`src/rtl/gpio_idx_pkg.sv`:
```
package gpio_idx_pkg;
  typedef enum logic [1:0] {
    MODE_IN   = 2'b00,
    MODE_OUT  = 2'b01,
    MODE_RSV2 = 2'b10,
    MODE_RSV3 = 2'b11
  } pin_mode_e;

  localparam logic [7:0] OFF_SET  = 8'h00;
  localparam logic [7:0] OFF_CLR  = 8'h04;
  localparam logic [7:0] OFF_TOG  = 8'h08;
  localparam logic [7:0] OFF_PIN  = 8'h10;
  localparam logic [7:0] OFF_WORD = 8'h20;
  localparam logic [7:0] OFF_SEL  = 8'h30;
  localparam logic [7:0] OFF_STAT = 8'h34;
  localparam logic [7:0] OFF_MODE = 8'h38;
  localparam logic [7:0] OFF_INT  = 8'h3C;

  // field positions shared by command data and status word
  localparam int MODE_LSB  = 24;
  localparam int ITYPE_LSB = 17;
  localparam int ITYPE_W   = 3;
  localparam int IEN_BIT   = 16;
  localparam int IN_BIT    = 12;
  localparam int OUT_BIT   = 8;

  typedef struct packed {
    logic word_wr;
    logic set_wr;
    logic clr_wr;
    logic tog_wr;
    logic sel_wr;
    logic mode_wr;
    logic int_wr;
  } gpio_cmd_t;
endpackage

```
`src/rtl/gpio_sync.sv`:
```
module gpio_sync #(
  parameter int W      = 32,
  parameter int STAGES = 2
) (
  input  logic         clk_i,
  input  logic         rst_ni,
  input  logic [W-1:0] d_i,
  output logic [W-1:0] q_o
);
  logic [W-1:0] chain_q [STAGES];

  for (genvar s = 0; s < STAGES; s++) begin : g_stage
    always_ff @(posedge clk_i or negedge rst_ni) begin
      if (!rst_ni) chain_q[s] <= '0;
      else if (s == 0) chain_q[s] <= d_i;
      else chain_q[s] <= chain_q[(s == 0) ? 0 : s-1];
    end
  end

  assign q_o = chain_q[STAGES-1];

  // edges since reset, saturating: guards the latency check
  localparam int CW = $clog2(STAGES+1) + 1;
  logic [CW-1:0] age_q;
  always_ff @(posedge clk_i or negedge rst_ni) begin
    if (!rst_ni) age_q <= '0;
    else if (age_q != CW'(STAGES)) age_q <= age_q + 1'b1;
  end

  assert_sync_latency_R6: assert property (@(posedge clk_i) disable iff (!rst_ni)
    (age_q == CW'(STAGES)) |-> (q_o == $past(d_i, STAGES)));
endmodule

```
`src/rtl/gpio_pin_bank.sv`:
```
module gpio_pin_bank
  import gpio_idx_pkg::*;
#(
  parameter int NPINS = 32,
  parameter int IDX_W = 8
) (
  input  logic                             clk_i,
  input  logic                             rst_ni,
  input  gpio_cmd_t                        cmd_i,
  input  logic [31:0]                      wdata_i,
  output logic [NPINS-1:0]                 out_o,
  output logic [NPINS-1:0]                 dir_o,
  output logic [NPINS-1:0][1:0]            mode_o,
  output logic [NPINS-1:0][ITYPE_W-1:0]    itype_o,
  output logic [NPINS-1:0]                 ien_o
);
  localparam int PIN_W = $clog2(NPINS);
  localparam logic [IDX_W:0] NPINS_X = (IDX_W+1)'(NPINS);

  logic [IDX_W-1:0] num;
  logic [PIN_W-1:0] pin;
  logic             in_range;
  logic [NPINS-1:0] out_q;

  assign num      = wdata_i[IDX_W-1:0];
  assign pin      = num[PIN_W-1:0];
  assign in_range = {1'b0, num} < NPINS_X;

  always_ff @(posedge clk_i or negedge rst_ni) begin
    if (!rst_ni) out_q <= '0;
    else if (cmd_i.word_wr) out_q <= wdata_i[NPINS-1:0];
    else if (in_range) begin
      if (cmd_i.set_wr) out_q[pin] <= 1'b1;
      else if (cmd_i.clr_wr) out_q[pin] <= 1'b0;
      else if (cmd_i.tog_wr) out_q[pin] <= ~out_q[pin];
    end
  end
  assign out_o = out_q;

  for (genvar p = 0; p < NPINS; p++) begin : g_pin
    pin_mode_e          mode_q;
    logic [ITYPE_W-1:0] itype_q;
    logic               ien_q;
    logic               hit;
    assign hit = in_range && (pin == PIN_W'(p));

    always_ff @(posedge clk_i or negedge rst_ni) begin
      if (!rst_ni) begin
        mode_q  <= MODE_IN;
        itype_q <= '0;
        ien_q   <= 1'b0;
      end else begin
        if (cmd_i.mode_wr && hit) mode_q <= pin_mode_e'(wdata_i[MODE_LSB +: 2]);
        if (cmd_i.int_wr && hit) begin
          itype_q <= wdata_i[ITYPE_LSB +: ITYPE_W];
          ien_q   <= wdata_i[IEN_BIT];
        end
      end
    end

    assign mode_o[p]  = mode_q;
    assign itype_o[p] = itype_q;
    assign ien_o[p]   = ien_q;
    assign dir_o[p]   = (mode_q == MODE_OUT);
  end

  // assertion helper: pin number of the previous cycle
  logic [PIN_W-1:0] pin_d;
  always_ff @(posedge clk_i or negedge rst_ni) begin
    if (!rst_ni) pin_d <= '0;
    else pin_d <= pin;
  end

  assert_set_R2: assert property (@(posedge clk_i) disable iff (!rst_ni)
    (cmd_i.set_wr && in_range) |=> out_o[pin_d]);
  assert_clr_R3: assert property (@(posedge clk_i) disable iff (!rst_ni)
    (cmd_i.clr_wr && in_range) |=> !out_o[pin_d]);
  assert_tog_R4: assert property (@(posedge clk_i) disable iff (!rst_ni)
    (cmd_i.tog_wr && in_range) |=> (out_o[pin_d] != $past(out_o[pin])));
  assert_oor_ignored_R5: assert property (@(posedge clk_i) disable iff (!rst_ni)
    ((cmd_i.set_wr || cmd_i.clr_wr || cmd_i.tog_wr || cmd_i.mode_wr || cmd_i.int_wr) && !in_range)
    |=> ($stable(out_o) && $stable(mode_o) && $stable(itype_o) && $stable(ien_o)));
  assert_word_load_R7: assert property (@(posedge clk_i) disable iff (!rst_ni)
    cmd_i.word_wr |=> (out_o == $past(wdata_i[NPINS-1:0])));
  assert_dir_out_R10: assert property (@(posedge clk_i) disable iff (!rst_ni)
    (cmd_i.mode_wr && in_range && wdata_i[MODE_LSB +: 2] == 2'b01) |=> dir_o[pin_d]);
  assert_dir_in_R10: assert property (@(posedge clk_i) disable iff (!rst_ni)
    (cmd_i.mode_wr && in_range && wdata_i[MODE_LSB +: 2] != 2'b01) |=> !dir_o[pin_d]);
  assert_int_cfg_R11: assert property (@(posedge clk_i) disable iff (!rst_ni)
    (cmd_i.int_wr && in_range) |=> (ien_o[pin_d] == $past(wdata_i[IEN_BIT])));
endmodule

```
`src/rtl/gpio_stat_mux.sv`:
```
module gpio_stat_mux
  import gpio_idx_pkg::*;
#(
  parameter int NPINS = 32,
  parameter int IDX_W = 8
) (
  input  logic [IDX_W-1:0]              idx_i,
  input  logic [NPINS-1:0]              in_i,
  input  logic [NPINS-1:0]              out_i,
  input  logic [NPINS-1:0][1:0]         mode_i,
  input  logic [NPINS-1:0][ITYPE_W-1:0] itype_i,
  input  logic [NPINS-1:0]              ien_i,
  output logic [31:0]                   stat_o
);
  localparam int PIN_W = $clog2(NPINS);
  localparam logic [IDX_W:0] NPINS_X = (IDX_W+1)'(NPINS);

  logic [PIN_W-1:0] pin;
  assign pin = idx_i[PIN_W-1:0];

  always_comb begin
    stat_o = '0;
    stat_o[IDX_W-1:0] = idx_i;
    if ({1'b0, idx_i} < NPINS_X) begin
      stat_o[MODE_LSB +: 2]        = mode_i[pin];
      stat_o[ITYPE_LSB +: ITYPE_W] = itype_i[pin];
      stat_o[IEN_BIT]              = ien_i[pin];
      stat_o[IN_BIT]               = in_i[pin];
      stat_o[OUT_BIT]              = out_i[pin];
    end
  end
endmodule

```
`src/rtl/gpio_idx_apb.sv`:
```
module gpio_idx_apb
  import gpio_idx_pkg::*;
#(
  parameter int NPINS       = 32,
  parameter int IDX_W       = 8,
  parameter int ADDR_W      = 8,
  parameter int SYNC_STAGES = 2
) (
  input  logic              clk_i,
  input  logic              rst_ni,
  input  logic              psel_i,
  input  logic              penable_i,
  input  logic              pwrite_i,
  input  logic [ADDR_W-1:0] paddr_i,
  input  logic [31:0]       pwdata_i,
  output logic [31:0]       prdata_o,
  output logic              pready_o,
  output logic              pslverr_o,
  input  logic [NPINS-1:0]  gpio_i,
  output logic [NPINS-1:0]  gpio_out_o,
  output logic [NPINS-1:0]  gpio_dir_o
);
  logic                         wr_en;
  logic                         rd_en;
  gpio_cmd_t                    cmd;
  logic                         idx_upd;
  logic [IDX_W-1:0]             idx_q;
  logic [NPINS-1:0]             in_sync;
  logic [NPINS-1:0][1:0]        mode;
  logic [NPINS-1:0][ITYPE_W-1:0] itype;
  logic [NPINS-1:0]             ien;
  logic [31:0]                  stat;

  assign wr_en = psel_i && penable_i && pwrite_i;
  assign rd_en = psel_i && !pwrite_i;

  always_comb begin
    cmd         = '0;
    cmd.set_wr  = wr_en && (paddr_i == ADDR_W'(OFF_SET));
    cmd.clr_wr  = wr_en && (paddr_i == ADDR_W'(OFF_CLR));
    cmd.tog_wr  = wr_en && (paddr_i == ADDR_W'(OFF_TOG));
    cmd.word_wr = wr_en && (paddr_i == ADDR_W'(OFF_WORD));
    cmd.sel_wr  = wr_en && (paddr_i == ADDR_W'(OFF_SEL));
    cmd.mode_wr = wr_en && (paddr_i == ADDR_W'(OFF_MODE));
    cmd.int_wr  = wr_en && (paddr_i == ADDR_W'(OFF_INT));
  end

  assign idx_upd = cmd.sel_wr || cmd.set_wr || cmd.clr_wr || cmd.tog_wr || cmd.int_wr;

  always_ff @(posedge clk_i or negedge rst_ni) begin
    if (!rst_ni) idx_q <= '0;
    else if (idx_upd) idx_q <= pwdata_i[IDX_W-1:0];
  end

  gpio_sync #(.W(NPINS), .STAGES(SYNC_STAGES)) u_sync (
    .clk_i (clk_i),
    .rst_ni(rst_ni),
    .d_i   (gpio_i),
    .q_o   (in_sync)
  );

  gpio_pin_bank #(.NPINS(NPINS), .IDX_W(IDX_W)) u_bank (
    .clk_i  (clk_i),
    .rst_ni (rst_ni),
    .cmd_i  (cmd),
    .wdata_i(pwdata_i),
    .out_o  (gpio_out_o),
    .dir_o  (gpio_dir_o),
    .mode_o (mode),
    .itype_o(itype),
    .ien_o  (ien)
  );

  gpio_stat_mux #(.NPINS(NPINS), .IDX_W(IDX_W)) u_stat (
    .idx_i  (idx_q),
    .in_i   (in_sync),
    .out_i  (gpio_out_o),
    .mode_i (mode),
    .itype_i(itype),
    .ien_i  (ien),
    .stat_o (stat)
  );

  always_comb begin
    prdata_o = '0;
    if (rd_en) begin
      if (paddr_i == ADDR_W'(OFF_PIN)) prdata_o = 32'(in_sync);
      else if (paddr_i == ADDR_W'(OFF_STAT)) prdata_o = stat;
    end
  end

  assign pready_o  = 1'b1;
  assign pslverr_o = 1'b0;

  assert_idx_hold_R8: assert property (@(posedge clk_i) disable iff (!rst_ni)
    !idx_upd |=> $stable(idx_q));
  assert_idx_load_R8: assert property (@(posedge clk_i) disable iff (!rst_ni)
    cmd.sel_wr |=> (idx_q == $past(pwdata_i[IDX_W-1:0])));
  assert_no_setup_write_R12: assert property (@(posedge clk_i) disable iff (!rst_ni)
    (psel_i && !penable_i) |=> ($stable(gpio_out_o) && $stable(gpio_dir_o) && $stable(idx_q)));
endmodule

```
`config.mk`:
```
export PLATFORM = sky130hd
export DESIGN_NAME = gpio_idx_apb
export DESIGN_NICKNAME = d
export VERILOG_FILES = /design/src/rtl/gpio_idx_pkg.sv /design/src/rtl/gpio_sync.sv /design/src/rtl/gpio_pin_bank.sv /design/src/rtl/gpio_stat_mux.sv /design/src/rtl/gpio_idx_apb.sv
export SDC_FILE = /design/constraint.sdc
export NUM_CORES = 1
export LEC_CHECK = 0
export BUFFER_PORTS_ARGS = -buffer_cell sky130_fd_sc_hd__buf_4
export CAP_MARGIN = 20
export CORE_MARGIN = 3
export CORE_UTILIZATION = 55
export DETAILED_ROUTE_END_ITERATION = 10
export PLACE_DENSITY = 0.76
export SLEW_MARGIN = 20
export SYNTH_ARGS = -nofsm -noshare
export SYNTH_HDL_FRONTEND = slang
export SYNTH_SLANG_ARGS = --single-unit
```
`constraint.sdc`:
```
create_clock -name clk_i -period 4.07 [get_ports clk_i]
set_input_delay 0.407 -clock clk_i [delete_from_list [all_inputs] [get_ports clk_i]]
set_output_delay 0.407 -clock clk_i [all_outputs]
set_load 0.03 [all_outputs]
```
* Yosys cells after proc, flatten, opt, wreduce, memory -nomap -nowiden
Index checks and enable logic that the tools add are counted.
** Word-level totals
- Logic and storage cells :: 324
- Register bits after elaboration :: 296
- Input bits :: 77
- Output and inout port bits :: 98
** Cells by class
- Bitwise logic cells :: 4
- Reduce and logical (&&, ||, !) cells :: 117
- Eq/ne operators :: 71
- $lt $le $gt $ge :: 5
- Mux-type cells :: 27
** Operators by type and width (number)
- 2-to-1 mux 32 bit :: 7
- logical AND 1 bit :: 107
- == test 5 bit, second input constant :: 16
- == test 2 x 1 -> 1 bit, second input constant :: 32
- == test 5 x 4 -> 1 bit, second input constant :: 8
- == test 8 x 6 -> 1 bit, second input constant :: 5
- AND 32 bit :: 1
- bitwise mux 32 bit :: 1
- inverter 32 bit :: 1
- bitwise OR 32 bit :: 1
- 2-to-1 mux 26 bit :: 1
- binary-select mux 1 bit (select 5 bit) :: 4
- == test 5 x 3 -> 1 bit, second input constant :: 4
- < comparator 8 x 6 -> 1 bit, second input constant :: 2
- binary-select mux 3 bit (select 5 bit) :: 1
- < comparator 5 x 6 -> 1 bit, second input constant :: 2
- binary-select mux 2 bit (select 5 bit) :: 1
- == test 5 x 2 -> 1 bit, second input constant :: 2
- == test 8 x 3 -> 1 bit, second input constant :: 1
- == test 8 x 4 -> 1 bit, second input constant :: 1
- == test 8 x 5 -> 1 bit, second input constant :: 1
- logical NOT 8 bit :: 1
- 2-to-1 mux 1 bit :: 7
- demux 1 bit (select 5 bit) :: 1
- other kinds (12) :: 16

* Depth between registers and ports, before layout
- Word-level depth :: 10
- Mapped depth :: 9
- Depth with buffers taken out :: 6

* By module
A second synthesis with hierarchy kept.
** Unflattened totals
- Cell total of the unflattened synthesis :: 1381
- Area total of the unflattened synthesis :: 16568.4 µm²
** By module, submodules not included
- gpio_pin_bank :: cells each 976, times used 1, seq. area each 5605.4 µm², area an instance 11327.1 µm²
- gpio_stat_mux :: cells each 187, times used 1, seq. area each 0.0 µm², area an instance 2459.9 µm²
- gpio_sync :: cells each 96, times used 1, seq. area each 1601.5 µm², area an instance 1841.8 µm²
- gpio_idx_apb :: cells each 122, times used 1, seq. area each 200.2 µm², area an instance 939.7 µm²

* Least setup slack after synthesis
Ideal clock, no wire load.
- Kind :: in2out
- Start point :: in paddr_i[2]
- End point :: out prdata_o[18]
- Setup slack :: 1.235 ns
- Buffers on the path :: 1
- Stages on the path :: 7
- Arrival time :: 2.428 ns
- Required time :: 3.663 ns
- Cells stage by stage :: buf_2 -> clkinv_1 -> nor4b_2 -> nand2_1 -> a311oi_1 -> o21ai_0 -> a21oi_1
** On the way
- Word-level cells in the longest chain between the ends :: 4
- Elaborated cells on any way between the ends :: 5
- Classes of those cells :: 2 x eq/ne; 3 x mux
** RTL lines
- start: declaration :: line gpio_idx_apb.sv:14 : input logic [ADDR_W-1:0] paddr_i,
- == test 8 x 6 -> 1 bit :: line gpio_idx_apb.sv:88 : else if (paddr_i == ADDR_W'(OFF_STAT)) prdata_o = stat;
- 2-to-1 mux 26 bit :: line gpio_idx_apb.sv:88
- 2-to-1 mux 32 bit (*) :: line gpio_idx_apb.sv:87 : if (paddr_i == ADDR_W'(OFF_PIN)) prdata_o = 32'(in_sync);
- 2-to-1 mux 32 bit (*) :: line gpio_idx_apb.sv:86 : if (rd_en) begin
- end: declaration :: line gpio_idx_apb.sv:16 : output logic [31:0] prdata_o,
Every way passes the cells marked *; elsewhere a longest branch is shown, timed or not.

* Worst setup path in the final report
- Start point :: reg idx_q[2]
- End point :: out prdata_o[8]
** On the way
- Word-level cells in the longest chain between the ends :: 6
- Elaborated cells on any way between the ends :: 7
- Classes of those cells :: 1 x order compare; 6 x mux
** RTL lines
- start: declaration :: line gpio_idx_apb.sv:27 : logic [IDX_W-1:0] idx_q;
- start signal: assignment :: line gpio_idx_apb.sv:52 : else if (idx_upd) idx_q <= pwdata_i[IDX_W-1:0];
- binary-select mux 1 bit (select 5 bit) :: line gpio_stat_mux.sv:29 : stat_o[OUT_BIT] = out_i[pin];
- 2-to-1 mux 1 bit (implied by the code) :: line gpio_stat_mux.sv:29
- 2-to-1 mux 1 bit (*) :: line gpio_stat_mux.sv:24 : if ({1'b0, idx_i} < NPINS_X) begin
- 2-to-1 mux 26 bit (*) :: line gpio_idx_apb.sv:88
- 2-to-1 mux 32 bit (*) :: line gpio_idx_apb.sv:87
- 2-to-1 mux 32 bit (*) :: line gpio_idx_apb.sv:86
Every way passes the cells marked *; elsewhere a longest branch is shown, timed or not. The select of a mux whose other input is x is not followed.

==> results by group <==
Critical path
  • WP data required: roughly 3700 ps
  • WS Path Type: flop to primary output
  • Crit path from: idx_q[2]$_DFFE_PN0P_
  • R2R cell count: 6
  • RR Endpoint: u_bank.out_o[7]$_DFFE_PN0P_
  • Worst Path Arrival: 3160 ps
  • Setup crit end: prdata_o[8]
  • Critical path's most frequent cell: buf_4
  • Reg2Reg Setup Slack: 1700 ps
  • CP max stage cell: dfrtp_1
  • Worst path cell trace: buf_4 > nand2b_1 > o22ai_1 > o21ai_0 > a22oi_1 > nor2_1 > buf_4
  • CP Capture Type: primary output
  • Worst r2r src: u_bank.out_o[29]$_DFFE_PN0P_
  • Slowest stage delay, CP: around 600 ps
  • Worst Setup Start Kind: flop
  • Crit path max fanout: 9

Cells and area
  • Reg area: 7410 sq um
  • Nets: 1537
  • Area grow syn2layout: 19.6%
  • Multi-input logic area: 7150 sq um
  • Filler cells: 1908
  • Diodes inserted: 0
  • Fraction of layout cells with a size suffix above 1: 36.2%

Synth
  • Post-synth ARST share: between 90% and 100%
  • Post-synth EDFFs: 0
  • Top-count cell post-synth: dfrtp_1
  • Syn avg cell area: 11.6 sq um
  • Syn. warnings: 0
  • Predominant post-synthesis flop cell: dfrtp_1
  • Dominant cells by area after synthesis: dfrtp_1, mux2_2, mux4_2, nor2_1, a21oi_1
  • Mapped Nets: 1363
  • Synth top cells by count: dfrtp_1, mux2_2, nor2_1
  • Post-synth top area cell: dfrtp_1
  • Syn Inst Count: 1286
  • Sequential fraction of the synthesis area: between 40% and 50%
  • Area share of the largest cell type after synthesis: 49.5%
  • Mapped Area: 15000 sq um
  • Yosys cell types: 53
  • FF+latch count, synth: 296

Clock tree
  • CTS Buf Count: 31
  • Clock sink count: 296
  • CTS max path bufs: 3
  • Maximum level of the CTS H-tree: 1
  • CTS tree: yes
  • Post-CTS resize count: 0
  • Clock insertion delay at the later pin of the skew report: 560 ps
  • Clock transition at path regs: 60 ps
  • Clock root buffer: clkbuf_16

Run status
  • Outcome: complete, no violations

Route
  • Vias per cell: 6.48
  • Routed wl met2: 20.3 mm
  • Antenna viol nets, final: 0
  • Final WL: 44.5 mm
  • WL per Instance: roughly 24 um
  • 1st-iter DRT viols: 1352
  • Via count: 11791
  • DRC viols: 0
  • Pre-Repair DR Iteration Count: 9
  • DR WL met3: 4.49 mm
  • Top layer in use: met5
  • WL met1: 17.8 mm

Timing
  • Final period utilization: 87.6%
  • Final Skew: 5.23 ps
  • Peak Freq: 280 MHz
  • Final Hold Vio Count: 0
  • Final setup violation count: 0
  • Setup TNS Final: 0 ps
  • Rel. slew slack: 34.5%
  • Fin. max-slew vios: 0
  • Period minus WS final: approximately 3600 ps
  • RSZ-0062 raised after global routing: false
  • Worst slew pin tran: 978 ps

GRT
  • Vias in the first global route: 11821
  • GRT Util Overall: 30.2%
  • Largest net degree at the start of global routing: 112
  • Overflow left after global routing: 0
  • Global-route wire length before repair: 68.2 mm
  • Antenna violations before repair: 1

Power
  • Pwr Total: between 6 and 7 mW
  • VDD IR max: 0.402 mV
  • Power Dens Cells: 350 nW/um^2
  • P_leak: ~8.5 nW

Floorplan
  • Chip Width: approximately 170 um
  • Core area: ~26000 sq um
  • IO Count: 175
  • Die Span Y: 171 um
  • # rows: a little under 60
  • Die area: 29200 sq um
  • Initial core utilization: 56.6%

Placement
  • GPL Wtd Cong: 0.857
  • PortBufs: 172
  • Post-DP HPWL: 29.7 mm

Hold path
  • Hold Crit Class: input pin to flop

Job
  • Max-cap violations: 0
-- metal layers --
layer	global-route usage [%]	up-vias
met5	0	-
met4	11.6	2
met3	6.91	135
met2	47.3	759
met1	41.4	5865
li1	-	5030
-- layout make-up --
cell class	instances	area share (%)
Clock buffer	40	4.80
Inverter	4	0.0839
Tap cell	335	2.34
Timing Repair Buffer	236	10.6
Sequential cell	296	41.4
Multi-Input combinational cell	891	40.0
Clock inverter	17	0.755
-- worst min-delay path by stage --
| stage | from | endpoint | slack, ps | cells past startpoint |
|---|---|---|---|---|
| floorplan | rst_ni | idx_q[0]$_DFFE_PN0P_ | 110 | 0 |
| global placement | u_sync.chain_q[53]$_DFF_PN0_ | u_sync.q_o[21]$_DFF_PN0_ | 330 | 0 |
| detailed placement | u_sync.chain_q[44]$_DFF_PN0_ | u_sync.q_o[12]$_DFF_PN0_ | 330 | 0 |
| CTS | pwdata_i[6] | idx_q[6]$_DFFE_PN0P_ | 130 | 2 |
| global route | pwdata_i[5] | idx_q[5]$_DFFE_PN0P_ | 140 | 2 |
| finish | pwdata_i[6] | idx_q[6]$_DFFE_PN0P_ | 150 | 2 |
-- flip-flops by register name, indices dropped and copies added, names as in the netlist --
name,flops
idx_q,8
u_bank.g_pin.ien_q,32
u_bank.g_pin.itype_q,96
u_bank.g_pin.mode_q,64
u_bank.out_o,32
u_sync.chain_q,32
u_sync.q_o,32
-- critical path: cells and delay by family (launching register included) --
family,cells,cell delay (ps)
AOI/OAI and AO/OA,3,840
and+or+nand+nor,2,690
DFF,1,600
buffers and inverters,2,460
-- timing repair --
item,CTS,global route
hold buffers,33,0
setup buffers,0,0
endpoints found under the setup margin,0,0
endpoints found under the hold margin,79,0
-- cell usage in the layout (no fill, tap or decap), drive strengths merged, types with 22 or more instances in the layout --
cell type,synthesis,routed
o22ai,23,23
a21oi,91,91
nor3,30,30
a221o,32,32
nand2,107,107
nor2b,38,38
mux4,65,65
buf,25,203
dfrtp,296,296
nand3,22,22
clkbuf,70,40
dlygate4sd3,0,33
mux2,204,204
nor2,152,152
-- power by group --
group / internal [mW] / total, mW / leakage [nW] / switching (mW)
Clock: 1.56 / 2.75 / 0.486 / 1.19
Combinational: 0.179 / 0.476 / 3.99 / 0.297
Sequential: 2.98 / 3.03 / 3.98 / 0.0441
Total: 4.72 / 6.26 / 8.46 / 1.53
-- kinds of logic after synthesis --
family	synth area share [%]
XOR/XNOR	0.0585
AO/OA/AOI/OAI	8.74
buffers and inverters	2.81
AND/OR/NAND/NOR	12.4
flip-flops	49.5
multiplexers	26.5
other	0.0502
-- through the flow --
stage / util (%) / std cells / worst slack, ps / hold slack, ps / area [sq um]
2_1_floorplan: - / 1286 / 1240 / 111 / 15000
3_3_place_gp: 62.7 / 1729 / 1140 / 331 / 16600
3_5_place_dp: 62.7 / 1729 / 1120 / 335 / 16600
4_1_cts: 67.7 / 1819 / 515 / 129 / 17900
5_1_grt: 67.7 / 1819 / 371 / 144 / 17900
6_report: 67.7 / 1819 / 503 / 146 / 17900
Power figures use the tool's default switching activity.
